===== src/rtl/bcd_rtc_pkg.sv =====
package bcd_rtc_pkg;
  localparam int AW    = 3;
  localparam int NSLOT = 2 ** AW;
  localparam int NREG  = 7;

  typedef struct packed {
    logic             snap;    // load read bank
    logic             commit;  // copy dirty write bytes to live
    logic             tick;    // one second elapsed
    logic             bufWr;   // accepted write into write bank
    logic [NSLOT-1:0] dirty;   // bytes written in current window
  } rtcStb_t;
endpackage


===== src/rtl/bcd_rtc_ctrl.sv =====
module bcd_rtc_ctrl
  import bcd_rtc_pkg::*;
#(
  parameter int PRESCALE = 32768
) (
  input  logic          clk,
  input  logic          rstN,
  input  logic          xferEn,
  input  logic          refTick,
  input  logic          wrEn,
  input  logic [AW-1:0] wrAddr,
  output rtcStb_t       stb
);
  localparam int            CW       = $clog2(PRESCALE);
  localparam logic [CW-1:0] CNT_LAST = CW'(PRESCALE - 1);
  localparam logic [AW-1:0] ADDR_TOP = AW'(NREG - 1);

  logic             xferQ;
  logic [CW-1:0]    divCnt;
  logic [NSLOT-1:0] dirtyQ;
  logic             secCommit;

  always_comb begin
    stb.snap   = xferEn && !xferQ;
    stb.commit = !xferEn && xferQ;
    stb.bufWr  = xferEn && wrEn && (wrAddr <= ADDR_TOP);
    stb.dirty  = dirtyQ;
    secCommit  = stb.commit && dirtyQ[0];
    stb.tick   = refTick && (divCnt == CNT_LAST) && !secCommit;
  end

  always_ff @(posedge clk) begin
    if (!rstN) begin
      xferQ  <= 1'b0;
      divCnt <= '0;
      dirtyQ <= '0;
    end else begin
      xferQ <= xferEn;
      if (stb.commit)     dirtyQ <= '0;
      else if (stb.bufWr) dirtyQ[wrAddr] <= 1'b1;
      if (secCommit)      divCnt <= '0;
      else if (refTick)   divCnt <= (divCnt == CNT_LAST) ? '0 : divCnt + 1'b1;
    end
  end
endmodule


===== src/rtl/bcd_rtc_dp.sv =====
module bcd_rtc_dp
  import bcd_rtc_pkg::*;
(
  input  logic          clk,
  input  logic          rstN,
  input  rtcStb_t       stb,
  input  logic [AW-1:0] wrAddr,
  input  logic [7:0]    wrData,
  input  logic [AW-1:0] rdAddr,
  output logic [7:0]    rdData,
  output logic [7:0]    secNow
);
  logic [7:0] live  [NSLOT];
  logic [7:0] adv   [NSLOT];
  logic [7:0] rdBuf [NSLOT];
  logic [7:0] wrBuf [NSLOT];

  function automatic logic [7:0] bcdInc(input logic [7:0] v);
    if (v[3:0] == 4'h9) return {v[7:4] + 4'h1, 4'h0};
    return v + 8'h01;
  endfunction

  function automatic logic leapYear(input logic [7:0] y);
    if (!y[4]) return (y[3:0] == 4'h0) || (y[3:0] == 4'h4) || (y[3:0] == 4'h8);
    return (y[3:0] == 4'h2) || (y[3:0] == 4'h6);
  endfunction

  function automatic logic [7:0] lastDay(input logic [7:0] m, input logic leap);
    case (m)
      8'h02:                      return leap ? 8'h29 : 8'h28;
      8'h04, 8'h06, 8'h09, 8'h11: return 8'h30;
      default:                    return 8'h31;
    endcase
  endfunction

  always_comb begin
    logic       cSec, cMin, cDay, cDate, cMon;
    logic [7:0] hInc;
    cSec = 1'b0; cMin = 1'b0; cDay = 1'b0; cDate = 1'b0; cMon = 1'b0;
    hInc = bcdInc({3'b000, live[2][4:0]});
    for (int i = 0; i < NSLOT; i++) adv[i] = live[i];
    if (stb.tick) begin
      cSec   = (live[0] == 8'h59);
      adv[0] = cSec ? 8'h00 : bcdInc(live[0]);
    end
    if (cSec) begin
      cMin   = (live[1] == 8'h59);
      adv[1] = cMin ? 8'h00 : bcdInc(live[1]);
    end
    if (cMin) begin
      if (live[2][7]) begin
        if (live[2][4:0] == 5'h11) begin
          adv[2] = {2'b10, ~live[2][5], 5'h12};
          cDay   = live[2][5];
        end else if (live[2][4:0] == 5'h12) begin
          adv[2] = {live[2][7:5], 5'h01};
        end else begin
          adv[2] = {live[2][7:5], hInc[4:0]};
        end
      end else begin
        cDay   = (live[2] == 8'h23);
        adv[2] = cDay ? 8'h00 : bcdInc(live[2]);
      end
    end
    if (cDay) begin
      adv[5] = (live[5] == 8'h07) ? 8'h01 : live[5] + 8'h01;
      cDate  = (live[3] == lastDay(live[4], leapYear(live[6])));
      adv[3] = cDate ? 8'h01 : bcdInc(live[3]);
    end
    if (cDate) begin
      cMon   = (live[4] == 8'h12);
      adv[4] = cMon ? 8'h01 : bcdInc(live[4]);
    end
    if (cMon) adv[6] = (live[6] == 8'h99) ? 8'h00 : bcdInc(live[6]);
  end

  always_ff @(posedge clk) begin
    if (!rstN) begin
      for (int i = 0; i < NSLOT; i++) begin
        live[i]  <= ((i >= 3) && (i <= 5)) ? 8'h01 : 8'h00;
        rdBuf[i] <= 8'h00;
        wrBuf[i] <= 8'h00;
      end
    end else begin
      for (int i = 0; i < NSLOT; i++) begin
        live[i] <= (stb.commit && stb.dirty[i]) ? wrBuf[i] : adv[i];
        if (stb.snap) rdBuf[i] <= live[i];
      end
      if (stb.bufWr) wrBuf[wrAddr] <= wrData;
    end
  end

  assign rdData = rdBuf[rdAddr];
  assign secNow = live[0];
endmodule


===== src/rtl/bcd_rtc_top.sv =====
module bcd_rtc_top
  import bcd_rtc_pkg::*;
#(
  parameter int PRESCALE = 32768
) (
  input  logic       clk,
  input  logic       rstN,
  input  logic       xferEn,
  input  logic       refTick,
  input  logic       wrEn,
  input  logic [2:0] wrAddr,
  input  logic [7:0] wrData,
  input  logic [2:0] rdAddr,
  output logic [7:0] rdData
);
  rtcStb_t    stb;
  logic [7:0] secNow;

  bcd_rtc_ctrl #(.PRESCALE(PRESCALE)) i_ctrl (
    .clk(clk), .rstN(rstN), .xferEn(xferEn), .refTick(refTick),
    .wrEn(wrEn), .wrAddr(wrAddr), .stb(stb)
  );

  bcd_rtc_dp i_dp (
    .clk(clk), .rstN(rstN), .stb(stb), .wrAddr(wrAddr), .wrData(wrData),
    .rdAddr(rdAddr), .rdData(rdData), .secNow(secNow)
  );
endmodule


===== config.mk =====
export PLATFORM = sky130hd
export DESIGN_NAME = bcd_rtc_top
export DESIGN_NICKNAME = d
export VERILOG_FILES = /design/src/rtl/bcd_rtc_pkg.sv /design/src/rtl/bcd_rtc_ctrl.sv /design/src/rtl/bcd_rtc_dp.sv /design/src/rtl/bcd_rtc_top.sv
export SDC_FILE = /design/constraint.sdc
export NUM_CORES = 1
export LEC_CHECK = 0
export ABC_AREA = 1
export CAP_MARGIN = 10
export CORE_MARGIN = 1
export CORE_UTILIZATION = 24
export CTS_CLUSTER_DIAMETER = 100
export DETAILED_ROUTE_END_ITERATION = 10
export PLACE_DENSITY = 0.47
export SYNTH_ARGS = -nofsm -noshare
export SYNTH_HDL_FRONTEND = slang
export SYNTH_SLANG_ARGS = --single-unit

===== constraint.sdc =====
create_clock -name clk -period 4.4 [get_ports clk]
set_input_delay 0.88 -clock clk [delete_from_list [all_inputs] [get_ports clk]]
set_output_delay 0.88 -clock clk [all_outputs]
set_load 0.05 [all_outputs]

Word-level counts from Yosys, hierarchy flattened
Memories as Yosys holds them, arrays and structs flattened.
Index checks and enable logic that the tools add are counted.
{"block": "word_totals", "rom_bits": 0, "out_inout_bits": 8, "in_bits": 19, "memories": 3, "reg_bits": 24, "ram_bits": 192, "word_cells": 192, "latchBits": 0}
{"memory": "i_dp.live", "depth": 8, "width": 8, "read_ports": 8, "rd_clocked_by_memory_dff": 0, "write_ports": 8, "line_no": "bcd_rtc_dp.sv:13", "rtl": "logic [7:0] live [NSLOT];"}
{"memory": "i_dp.rdBuf", "depth": 8, "width": 8, "read_ports": 1, "rd_clocked_by_memory_dff": 0, "write_ports": 8, "line_no": "bcd_rtc_dp.sv:15", "rtl": "logic [7:0] rdBuf [NSLOT];"}
{"memory": "i_dp.wrBuf", "depth": 8, "width": 8, "read_ports": 8, "rd_clocked_by_memory_dff": 0, "write_ports": 8, "line_no": "bcd_rtc_dp.sv:16", "rtl": "logic [7:0] wrBuf [NSLOT];"}
{"block": "classes", "multipliers": 0, "eq_ne": 25, "n_mux": 97, "reduce_logical": 26, "div": 0, "n_addsub": 16, "n_lt_le_gt_ge": 3, "bitwise_logic": 19, "n_shift": 0}
{"op": "$mux W8", "n": 53}
{"op": "$add A8 B1 Y8 const B", "n": 7}
{"op": "$mux W1", "n": 36}
{"op": "$eq A4 B4 Y1 const B", "n": 7}
{"op": "$add A4 B1 Y4 const B", "n": 6}
{"op": "$eq A8 B3 Y1 const B", "n": 3}
{"op": "$eq A8 B5 Y1 const B", "n": 2}
{"op": "$eq A8 B7 Y1 const B", "n": 2}
{"op": "$or A1 B1 Y1", "n": 16}
{"op": "$pmux W8 S2", "n": 1}
{"op": "$add A15 B1 Y15 const B", "n": 1}
{"op": "$eq A15 B15 Y1 const B", "n": 1}
{"op": "$logic_and A1 B1 Y1", "n": 15}
{"op": "$mux W15", "n": 1}
{"op": "$mux W5", "n": 3}
{"op": "$eq A5 B5 Y1 const B", "n": 2}
{"op": "$eq A4 B3 Y1 const B", "n": 2}
{"op": "$eq A8 B2 Y1 const B", "n": 1}
{"op": "$eq A8 B4 Y1 const B", "n": 1}
{"op": "$eq A8 B6 Y1 const B", "n": 1}
{"op": "$eq A8 B8 Y1", "n": 1}
{"op": "$eq A8 B8 Y1 const B", "n": 1}
{"op": "$or A8 B8 Y8", "n": 1}
{"op": "$reduce_or A8 Y1", "n": 1}
{"op": "other kinds (15)", "n": 21}

Logic depth before layout (Yosys ltp)
Gate-level depths: netlist (run 1).
{"block": "depth", "word_depth": 23, "mapped_depth": 15, "depth_no_buf": 14}

Cells and area by module
From an unflattened synthesis (run 1), not the netlist that was laid out.
{"block": "hier_totals", "hier_cells": 1284, "area_unflattened_um2": 10628.9}
{"mod": "bcd_rtc_dp", "n_inst": 1, "cells_per_inst": 1126, "seq_area_each_um2": 5124.9, "area_each_um2": 9515.4}
{"mod": "bcd_rtc_ctrl", "n_inst": 1, "cells_per_inst": 158, "seq_area_each_um2": 480.5, "area_each_um2": 1113.6}

Least setup slack after synthesis (run 1)
OpenSTA, ideal clock, no wires.
{"block": "synth_path", "kind": "input -> register", "from": "input port rstN", "to": "memory i_dp.rdBuf[0][0] (enable)", "t_arrival_ns": 2.741, "setup_time_ns": 0.688, "path_slack_ns": 0.971, "path_buffers": 3, "required_ns": 3.712, "cell_stages": 4, "path_cell_list": "buf_2 > clkbuf_1 > buf_1 > nand2_1"}
{"item": "start, declared", "line_no": "bcd_rtc_top.sv:7", "rtl": "input logic rstN,"}
{"item": "end, declared", "line_no": "bcd_rtc_dp.sv:15"}

Worst setup path in the final report (run 1)
{"block": "layout_path", "from": "input port rdAddr[0]", "to": "output port rdData[6]"}
{"block": "layout_between", "elab_chain_len": 1}
{"item": "start, declared", "line_no": "bcd_rtc_top.sv:13", "rtl": "input logic [2:0] rdAddr,"}
{"item": "$mem_v2 Z8 W8"}
{"item": "end, declared", "line_no": "bcd_rtc_top.sv:14", "rtl": "output logic [7:0] rdData"}
Every way passes these cells.

==> results of run 1 <==
==> layout by cell type (no fill, tap or decap), types with 2 or more instances in the layout <==
master	instances
clkinv_1	2
a31oi_1	25
nor2_1	244
clkbuf_1	9
nand2_2	9
nand4_1	18
ha_1	20
xnor2_1	4
edfxtp_1	128
o21ai_0	74
dfxtp_1	88
a221oi_1	2
o22ai_1	9
inv_1	145
nand3_2	5
o211ai_1	9
buf_4	11
inv_2	7
xor2_1	17
nor2_4	4
nor3_1	15
clkbuf_8	2
nor3b_1	3
a21oi_1	65
clkbuf_16	25
a211oi_1	2
clkinv_2	3
o31ai_1	2
nand3_1	71
clkdlybuf4s50_1	17
a22oi_1	2
nor2_2	7
conb_1	8
o21ai_1	2
buf_12	9
nand2_4	2
nand2_1	222
or2_2	3
==> critical path, stage by stage <==
cell and delay [ns]:
clkdlybuf4s50_1 0.81, buf_4 0.33, o21ai_0 0.11, o22ai_1 0.18, nor2_1 0.06, a31oi_1 0.28
buf_12 0.18
==> kinds of logic after synthesis <==
logic type,Yosys count,share of synthesized area (%)
DFF,216,53.2
adders and majority gates,20,2.38
AOI/OAI and AO/OA,199,10.5
and+or+nand+nor,611,25.1
xor gates and xnor gates,21,1.75
buffers and inverters,186,6.95
other,1,0.0356
==> registers in the layout (all words and copies together), names as in the netlist <==
name           count
i_ctrl.divCnt     15
i_dp.live         64
i_ctrl.xferQ       1
i_dp.rdBuf        64
i_ctrl.dirtyQ      8
i_dp.wrBuf        64
==> path summary, 6_finish.rpt <==
kind	startpoint	to	slack, ns	depth (start not counted)
setup reg to reg	i_ctrl.xferQ	i_dp.live[0][53]	2.12	10
setup / recovery	rdAddr[0]	rdData[6]	0.68	7
hold reg to reg	i_dp.live[0][60]	i_dp.live[0][60]	0.46	2
hold / removal	i_dp.live[0][60]	i_dp.live[0][60]	0.46	2
==> metrics by stage <==
stage	utilization (%)	worst slack (ns)
4_1_cts	28.5	0.708
6_report	28.5	0.678
3_5_place_dp	26.8	0.709
2_1_floorplan	-	0.971
5_1_grt	28.5	0.532
3_3_place_gp	26.8	0.694
==> where the power goes <==
| group | switching (mW) | internal (mW) | total [mW] |
|---|---|---|---|
| sequential | 0.0347 | 2.21 | 2.25 |
| clock | 0.789 | 1.08 | 1.87 |
| combinational | 0.174 | 0.0812 | 0.255 |
| total | 0.998 | 3.37 | 4.37 |
==> area by class of cell <==
class                   count  area (um^2)  share of cell area (%)
clock inverters             7         38.8                   0.315
multi-input cells         859         4220                    34.4
flip-flops and latches    216         5610                    45.6
well taps                 585          732                    5.95
repair buffers             38          438                    3.56
clock buffers              36          687                    5.59
inverters                 152          571                    4.64
==> per-layer routing <==
metal / routed length (um) / GRT usage (%)
met5: 19 / 0
met4: 699 / 4.07
met3: 1210 / 2.12
met2: 12300 / 19.9
met1: 14500 / 18.7
==> reports/results.tsv, run 1 <==
stage	metric	value	unit
run_status	status	finished, final reports clean	
yosys	synth.yosys.seq_area_share	53.2	%
worst_setup_path	cp-start-kind	primary input	
worst_setup_path	end_kind	output pin	
yosys	synth-edff-count	128	
detailed_routing	num_vias	8261	
timing	setup_violations	0	
global_route	grt_pass1_wl	44800	um
yosys	syn_area	10500	um^2
clock_tree	clk_root_buffer_cell	clkbuf_16	
yosys	ys_async_sr_fraction	0	%
timing	max_freq	269	MHz
power	power.density	355	nW/um^2
yosys	ys_seq_elements	216	
timing	worst_slew_pin_slew	0.926	ns
yosys	yosys-top-cells-area	edfxtp_1 36%, dfxtp_1 17%, nor2_1 8.7%, nand2_1 7.9%, inv_1 5.2%	
timing	fin_skew	0.00893	ns
worst_setup_path	crit_required	3.52	ns
placed_design	placed_area	11600	um^2
clock_tree	cts_resized	0	
global_route	first_global_vias	7820	
power	ir_worst_vdd	0.223	mV
detailed_routing	wirelength	28800	um
min_path	hold_path_class	register to register	
cells_and_area	design_area	12300	um^2
timing	finalCritPeriodShare	84.6	%
yosys	syn_avg_cell_area	8.40	um^2
global_route	grt_max_degree	47	
floorplan	coreArea	43200	um^2
cells_and_area	num-nets-final	1330	
detailed_routing	drt-initial-drc-count	633	
clock_tree	clkLatencyLatePin	0.52	ns
yosys	synth_top_area_cell	edfxtp_1	
placed_design	routabilityCongestion	0.817	
yosys	synth_top_area_share	36.5	%
yosys	synth.distinct_cells	51	
clock_tree	numCtsBuffers	24	
detailed_routing	via_per_inst	4.36	
yosys	yosysWarnings	0	
timing	fin_crit	3.72	ns
flow_run	drv_cap	0	
yosys	yosysMostFrequentCell	nor2_1	
cells_and_area	fillers	4668	
cells_and_area	diodes	0	
timing	relSlewSlack	38.2	%
timing	rsz0062_at_grt	no	
floorplan	io_pins	27	
floorplan	fp.dieW	211	um
placed_design	hpwl	21000	um
worst_setup_path	crit_fanout	19	
power	p_leak	4.75	nW
placed_design	dp.cells	1850	
global_route	track_usage	13.0	%
timing	final.setup.tns	0	ns
clock_tree	cts_buffer_depth	3	
global_route	grt-ovfl-total	0	
cells_and_area	drive_above_1_share	7.26	%
yosys	synthCells	1254	
yosys	synth_flop_cell	edfxtp_1	
clock_tree	clkTransAtPathRegs	0.06	ns
worst_setup_path	crit_type	primary input to output pin	
timing	finalHoldViolations	0	
clock_tree	htree_levels	1	
clock_tree	tritoncts	built	
timing	drv_slew	0	
floorplan	die-area	44700	um^2
detailed_routing	firstDrtPassIters	5	
timing	fin_hold_ws	0.461	ns
clock_tree	postCtsSetupRepairBufs	0	
detailed_routing	drtAntennaViolNets	0	
floorplan	std_cell_rows	76	
yosys	synth_common_cells	244 x nor2_1, 223 x nand2_1, 145 x inv_1	
detailed_routing	drt-wirelength-per-cell	15.2	um
cells_and_area	area_delta_synth_final	16.7	%
power	total_power	4.37	mW
cells_and_area	final_cells	1893	
floorplan	initial_utilization	24.4	%
floorplan	fp.dieH	211	um
global_route	antenna_found_initial	1	
detailed_routing	drc	0	
worst_setup_path	crit_arrival	2.84	ns
placed_design	portBuffers	26	
clock_tree	cts_hold_buf	0	
clock_tree	clock-sinks	216	
Note: power is estimated with default switching activity, not from simulation.
==> inputs of run 2 (changes only) <==
PLACE_DENSITY = 0.48   (was 0.47)
clock period = 3 ns   (was 4.4 ns; I/O delays follow)
==> run 2 against run 1 <==
Clock power up 66%. Final area grew 1.8%. Non-clock buffer count is 14 higher. Critical path type unchanged. Hold slack got worse by 0.00075 ns. Largest power group unchanged.
==> reports/results.tsv, run 2 (synthesized netlist as in run 1, its figures left out) <==
stage	metric	value	unit	change
worst_setup_path	crit_required	2.40	ns	-1.12 ns
cells_and_area	num-nets-final	1345		+1.1%
placed_design	portBuffers	26		unchanged
detailed_routing	drt-initial-drc-count	647		+2.2%
worst_setup_path	max_stage_delay	0.48	ns	-0.33 ns
clock_tree	postCtsSetupRepairBufs	0		unchanged
cells_and_area	design_area	12500	um^2	+1.8%
min_path	hp-start	i_dp.live[0][62]		
global_route	use_met3	1.54	%	-0.58 points
worst_setup_path	cp_cell_sequence	clkdlybuf4s50_1 > buf_4 > o21ai_0 > o22ai_1 > nor2_1 > a31oi_1 > buf_12		
global_route	busiest_layer	met2		
worst_setup_path	crit_buf_inv	3		unchanged
timing	finalCritPeriodShare	95.9	%	
clock_tree	cts_buffer_depth	3		unchanged
floorplan	fp.dieW	211	um	unchanged
timing	finalHoldViolations	0		unchanged
detailed_routing	via_per_inst	4.32		-1.0%
floorplan	fp.dieH	211	um	unchanged
clock_tree	htree_levels	1		unchanged
timing	fin_hold_ws	0.460	ns	-0.000751 ns
global_route	grt-ovfl-total	0		unchanged
cells_and_area	drive_above_1_share	8.84	%	+1.6 points
clock_tree	tritoncts	built		
power	ir_worst_vdd	0.320	mV	+43%
global_route	grt_use_met2	19.2	%	-0.67 points
worst_setup_path	crit_type	primary input to output pin		
worst_setup_path	crit_family	buffers and inverters		
worst_setup_path	crit_fanout	32		+13
global_route	use_met1	19.0	%	+0.22 points
cells_and_area	layout_common_cells	244 x nor2_1, 222 x nand2_1, 144 x inv_1, 128 x edfxtp_1, 88 x dfxtp_1		
power	power.density	542	nW/um^2	+52%
detailed_routing	firstDrtPassIters	5		unchanged
timing	worst_slew_pin_slew	0.907	ns	-0.0191 ns
cells_and_area	reg_top3	i_dp.live (64), i_dp.rdBuf (64), i_dp.wrBuf (64)		
clock_tree	clk_root_buffer_cell	clkbuf_16		
worst_setup_path	critical_path_depth	7		unchanged
detailed_routing	wirelength	28100	um	-2.4%
timing	drv_slew	0		unchanged
timing	relSlewSlack	39.5	%	+1.3 points
worst_setup_path	r2r_setup_slack	0.75	ns	-1.37 ns
floorplan	std_cell_rows	76		unchanged
worst_setup_path	rr_endpoint	i_dp.live[0][26]		
clock_tree	numCtsBuffers	25		+4.2%
timing	setup_violations	0		unchanged
floorplan	coreArea	43200	um^2	unchanged
timing	fin_skew	0.0136	ns	+0.00466 ns
cells_and_area	final_cells	1909		+0.85%
placed_design	hpwl	20600	um	-1.7%
placed_design	post-place-ws	0.130	ns	-0.578 ns
cells_and_area	final_common_cell	nor2_1		
global_route	grt_pass1_wl	44000	um	-1.8%
detailed_routing	num_vias	8244		-0.21%
worst_setup_path	worstRegToRegCells	10		unchanged
placed_design	placed_area	11700	um^2	+0.91%
flow_run	drv_cap	0		unchanged
timing	final.setup.tns	0	ns	unchanged
cells_and_area	finish.utilization	29.0	%	+0.52 points
worst_setup_path	r2r-start	i_dp.live[0][1]		
floorplan	die-area	44700	um^2	unchanged
global_route	antenna_found_initial	0		-1
timing	max_freq	348	MHz	
clock_tree	clock-sinks	216		unchanged
worst_setup_path	cp-startpoint	rdAddr[0]		
timing	rsz0062_at_grt	no		
worst_setup_path	end_kind	output pin		
detailed_routing	drt-wirelength-per-cell	14.7	um	-3.2%
worst_setup_path	cp_slowest_cell	clkdlybuf4s50_1		
global_route	track_usage	12.6	%	-0.41 points
cells_and_area	diodes	0		unchanged
cells_and_area	area_delta_synth_final	18.9	%	
clock_tree	clkLatencyLatePin	0.52	ns	about the same
global_route	grt_max_degree	65		+38%
placed_design	routabilityCongestion	0.857		+5.0%
floorplan	initial_utilization	24.4	%	unchanged
run_status	status	finished, final reports clean		
power	p_leak	4.86	nW	+2.4%
detailed_routing	drc	0		unchanged
min_path	hold_path_class	register to register		
worst_setup_path	endpoint	rdData[6]		
placed_design	dp.cells	1864		+0.76%
cells_and_area	fillers	4597		-1.5%
worst_setup_path	cp-start-kind	primary input		
global_route	first_global_vias	7744		-0.97%
worst_setup_path	crit_arrival	2.28	ns	-0.56 ns
detailed_routing	drtAntennaViolNets	0		unchanged
power	total_power	6.78	mW	+55%
floorplan	io_pins	27		unchanged
timing	worst_slack	0.123	ns	-0.555 ns
clock_tree	clkTransAtPathRegs	0.06	ns	about the same
timing	fin_crit	2.88	ns	
[run 2: worst min path at each step]
stage                       endpoint  slack, ns  cells past startpoint
finish              i_dp.live[0][62]       0.46                      2
global route        i_ctrl.dirtyQ[4]       0.48                      2
CTS                 i_ctrl.dirtyQ[4]       0.46                      2
detailed placement  i_ctrl.dirtyQ[4]       0.45                      2
global placement    i_ctrl.dirtyQ[3]       0.45                      2
floorplan           i_ctrl.dirtyQ[3]       0.44                      2
[run 2: worst register-to-register path, stage by stage, from the launching register on]
cell and delay, ns:
dfxtp_1 0.34, inv_1 0.13, ha_1 0.18, nand3_2 0.17, nor2_2 0.30, nand4_4 0.23, inv_1 0.18, nand2_1 0.18
nand2_1 0.22, nand4_1 0.12, a21oi_1 0.15
[run 2: what timing repair did]
item | CTS | global route
gates resized for setup | 0 | 1
endpoints found under the setup margin | 0 | 5
hold buffers | 0 | 0
[run 2: final cells by class]
class	count	area, um^2	share of cell area, %
inverters	152	574	4.59
flip-flops and latches	216	5610	44.8
well taps	585	732	5.85
clock inverters	16	199	1.59
repair buffers	52	543	4.34
multi-input cells	859	4220	33.7
clock buffers	29	641	5.12
[run 2: where the power goes]
group          internal (mW)  switching, mW  total [mW]
clock network           1.88           1.23        3.11
registers               3.25         0.0478        3.29
logic                  0.122          0.255       0.376
total                   5.25           1.53        6.78
[run 2: layer usage]
metal | wire [um] | vias up
met2 | 11900 | 167
met3 | 1240 | 29
li1 | - | 4258
met4 | 380 | 0
met1 | 14600 | 3790
met5 | 0 | -
==> inputs of run 3 (changes only) <==
CORE_UTILIZATION = 50   (was 24)
PLACE_DENSITY = 0.78   (was 0.48)
==> run 3 against run 2 <==
Sequential share of layout area is 1.9 points higher. Critical path depth stayed put. Register-to-register slack worse by 0.04 ns. Critical path type unchanged.
==> reports/results.tsv, run 3 (synthesized netlist as in run 1, its figures left out) <==
stage	metric	value	unit	change
run_status	status	finished, final reports clean		
worst_setup_path	cp-start-kind	primary input		
clock_tree	cts_resized	0		unchanged
power	power.density	542	nW/um^2	about the same
placed_design	hpwl	17800	um	-14%
cells_and_area	fillers	1799		-61%
timing	fin_hold_ws	0.470	ns	+0.00963 ns
global_route	grt_max_degree	65		unchanged
timing	finalCritPeriodShare	93.2	%	-2.7 points
cells_and_area	diodes	0		unchanged
floorplan	initial_utilization	51.6	%	+27 points
cells_and_area	final-seq-area	5610	um^2	unchanged
timing	fin_skew	0.00707	ns	-0.00652 ns
placed_design	routabilityCongestion	0.897		+4.7%
power	p_leak	4.82	nW	-0.92%
power	seqPwrFrac	50.5	%	+1.9 points
detailed_routing	drt-initial-drc-count	907		+40%
clock_tree	clock-sinks	216		unchanged
timing	relSlewSlack	41.0	%	+1.6 points
cells_and_area	final_common_cell	nor2_1		
floorplan	coreArea	20400	um^2	-53%
global_route	track_usage	23.4	%	+11 points
clock_tree	cts_hold_buf	0		unchanged
worst_setup_path	crit_arrival	2.19	ns	-0.09 ns
clock_tree	postCtsSetupRepairBufs	0		unchanged
worst_setup_path	end_kind	output pin		
global_route	grt_pass1_wl	40000	um	-9.0%
clock_tree	numCtsBuffers	23		-8.0%
timing	drv_slew	0		unchanged
power	p_clk_share	43.8	%	-2.1 points
detailed_routing	drtAntennaViolNets	0		unchanged
power	ir_worst_vdd	0.352	mV	+10%
power	p_sw_share	22.1	%	-0.46 points
min_path	hold_path_class	register to register		
clock_tree	cts_buffer_depth	3		unchanged
timing	final.setup.tns	0	ns	unchanged
timing	rsz0062_at_grt	no		
detailed_routing	wirelength	25000	um	-11%
cells_and_area	area_delta_synth_final	14.1	%	
power	p_sw	1.44	mW	-5.9%
floorplan	die-area	21700	um^2	-52%
global_route	grt-ovfl-total	0		unchanged
global_route	antenna_found_initial	0		unchanged
clock_tree	clkTransAtPathRegs	0.06	ns	about the same
detailed_routing	num_vias	8620		+4.6%
cells_and_area	multi_input_area	4220	um^2	unchanged
detailed_routing	firstDrtPassIters	6		+1
clock_tree	htree_levels	1		unchanged
power	internal_power	5.07	mW	-3.4%
timing	worst_slew_pin_slew	0.883	ns	-0.0235 ns
detailed_routing	drt-wirelength-per-cell	15.7	um	+6.7%
power	power_frac_comb	5.7	%	about the same
clock_tree	clkLatencyLatePin	0.51	ns	about the same
floorplan	fp.dieH	147	um	-30%
cells_and_area	layout_common_cells	244 x nor2_1, 222 x nand2_1, 145 x inv_1, 128 x edfxtp_1, 88 x dfxtp_1		
worst_setup_path	crit_fanout	22		-31%
floorplan	std_cell_rows	52		-32%
cells_and_area	num-nets-final	1340		-0.37%
timing	setup_violations	0		unchanged
flow_run	drv_cap	0		unchanged
cells_and_area	reg_top3	i_dp.live (64), i_dp.rdBuf (64), i_dp.wrBuf (64)		
floorplan	fp.dieW	147	um	-30%
placed_design	portBuffers	26		unchanged
detailed_routing	drc	0		unchanged
global_route	first_global_vias	7873		+1.7%
clock_tree	tritoncts	built		
timing	fin_crit	2.79	ns	-0.0824 ns
clock_tree	clk_root_buffer_cell	clkbuf_16		
detailed_routing	via_per_inst	5.43		+26%
worst_setup_path	crit_type	primary input to output pin		
timing	max_freq	358	MHz	+2.9%
floorplan	io_pins	27		unchanged
worst_setup_path	crit_required	2.40	ns	about the same
cells_and_area	drive_above_1_share	8.35	%	-0.48 points
timing	finalHoldViolations	0		unchanged
## run 3: final timing paths
check,start,end,slack [ns],depth (start not counted)
max,rdAddr[0],rdData[3],0.21,7
min,i_dp.live[0][15],i_dp.live[0][15],0.47,2
max reg2reg,i_dp.live[0][0],i_dp.live[0][26],0.71,9
min reg2reg,i_dp.live[0][15],i_dp.live[0][15],0.47,2
## run 3: metal layers
metal	GRT usage [%]	share of wire [%]
met1	33.3	45
met2	36.6	44
met3	3.54	7.6
met4	7.78	2.8
met5	0	0
## run 3: stage by stage
stage	std cells	area [um^2]	utilization, %	power (mW)	setup WS (ns)
3_3_place_gp	1546	11300	55.1	3.72	0.237
4_1_cts	1587	12000	58.8	6.54	0.218
6_report	1587	12000	58.8	6.51	0.205
3_5_place_dp	1546	11300	55.1	3.72	0.226
2_1_floorplan	1261	10600	-	3.54	0.334
5_1_grt	1587	12000	58.8	6.69	0.133
## run 3: area by class of cell
class,count,area share (%)
clock buffer,26,5.05
clock inverter,15,1.27
inverter,152,4.75
multi-input combinational,859,35.1
sequential,216,46.6
tap,270,2.81
timing repair buffer,49,4.33
## run 3: power groups by stage
stage | Sequential, mW | Combinational (mW) | Clock, mW
after detailed placement | 3.35 | 0.369 | 0
final | 3.29 | 0.372 | 2.85
after global routing | 3.30 | 0.399 | 3.00
after floorplan | 3.33 | 0.211 | 0
after global placement | 3.35 | 0.364 | 0
after CTS | 3.29 | 0.370 | 2.88
## run 3: worst max-delay path, stage by stage
cell and delay, ns:
clkdlybuf4s50_1 0.51, buf_4 0.26, o21ai_0 0.14, o22ai_1 0.16, nor2_1 0.05, a31oi_1 0.28
buf_12 0.18
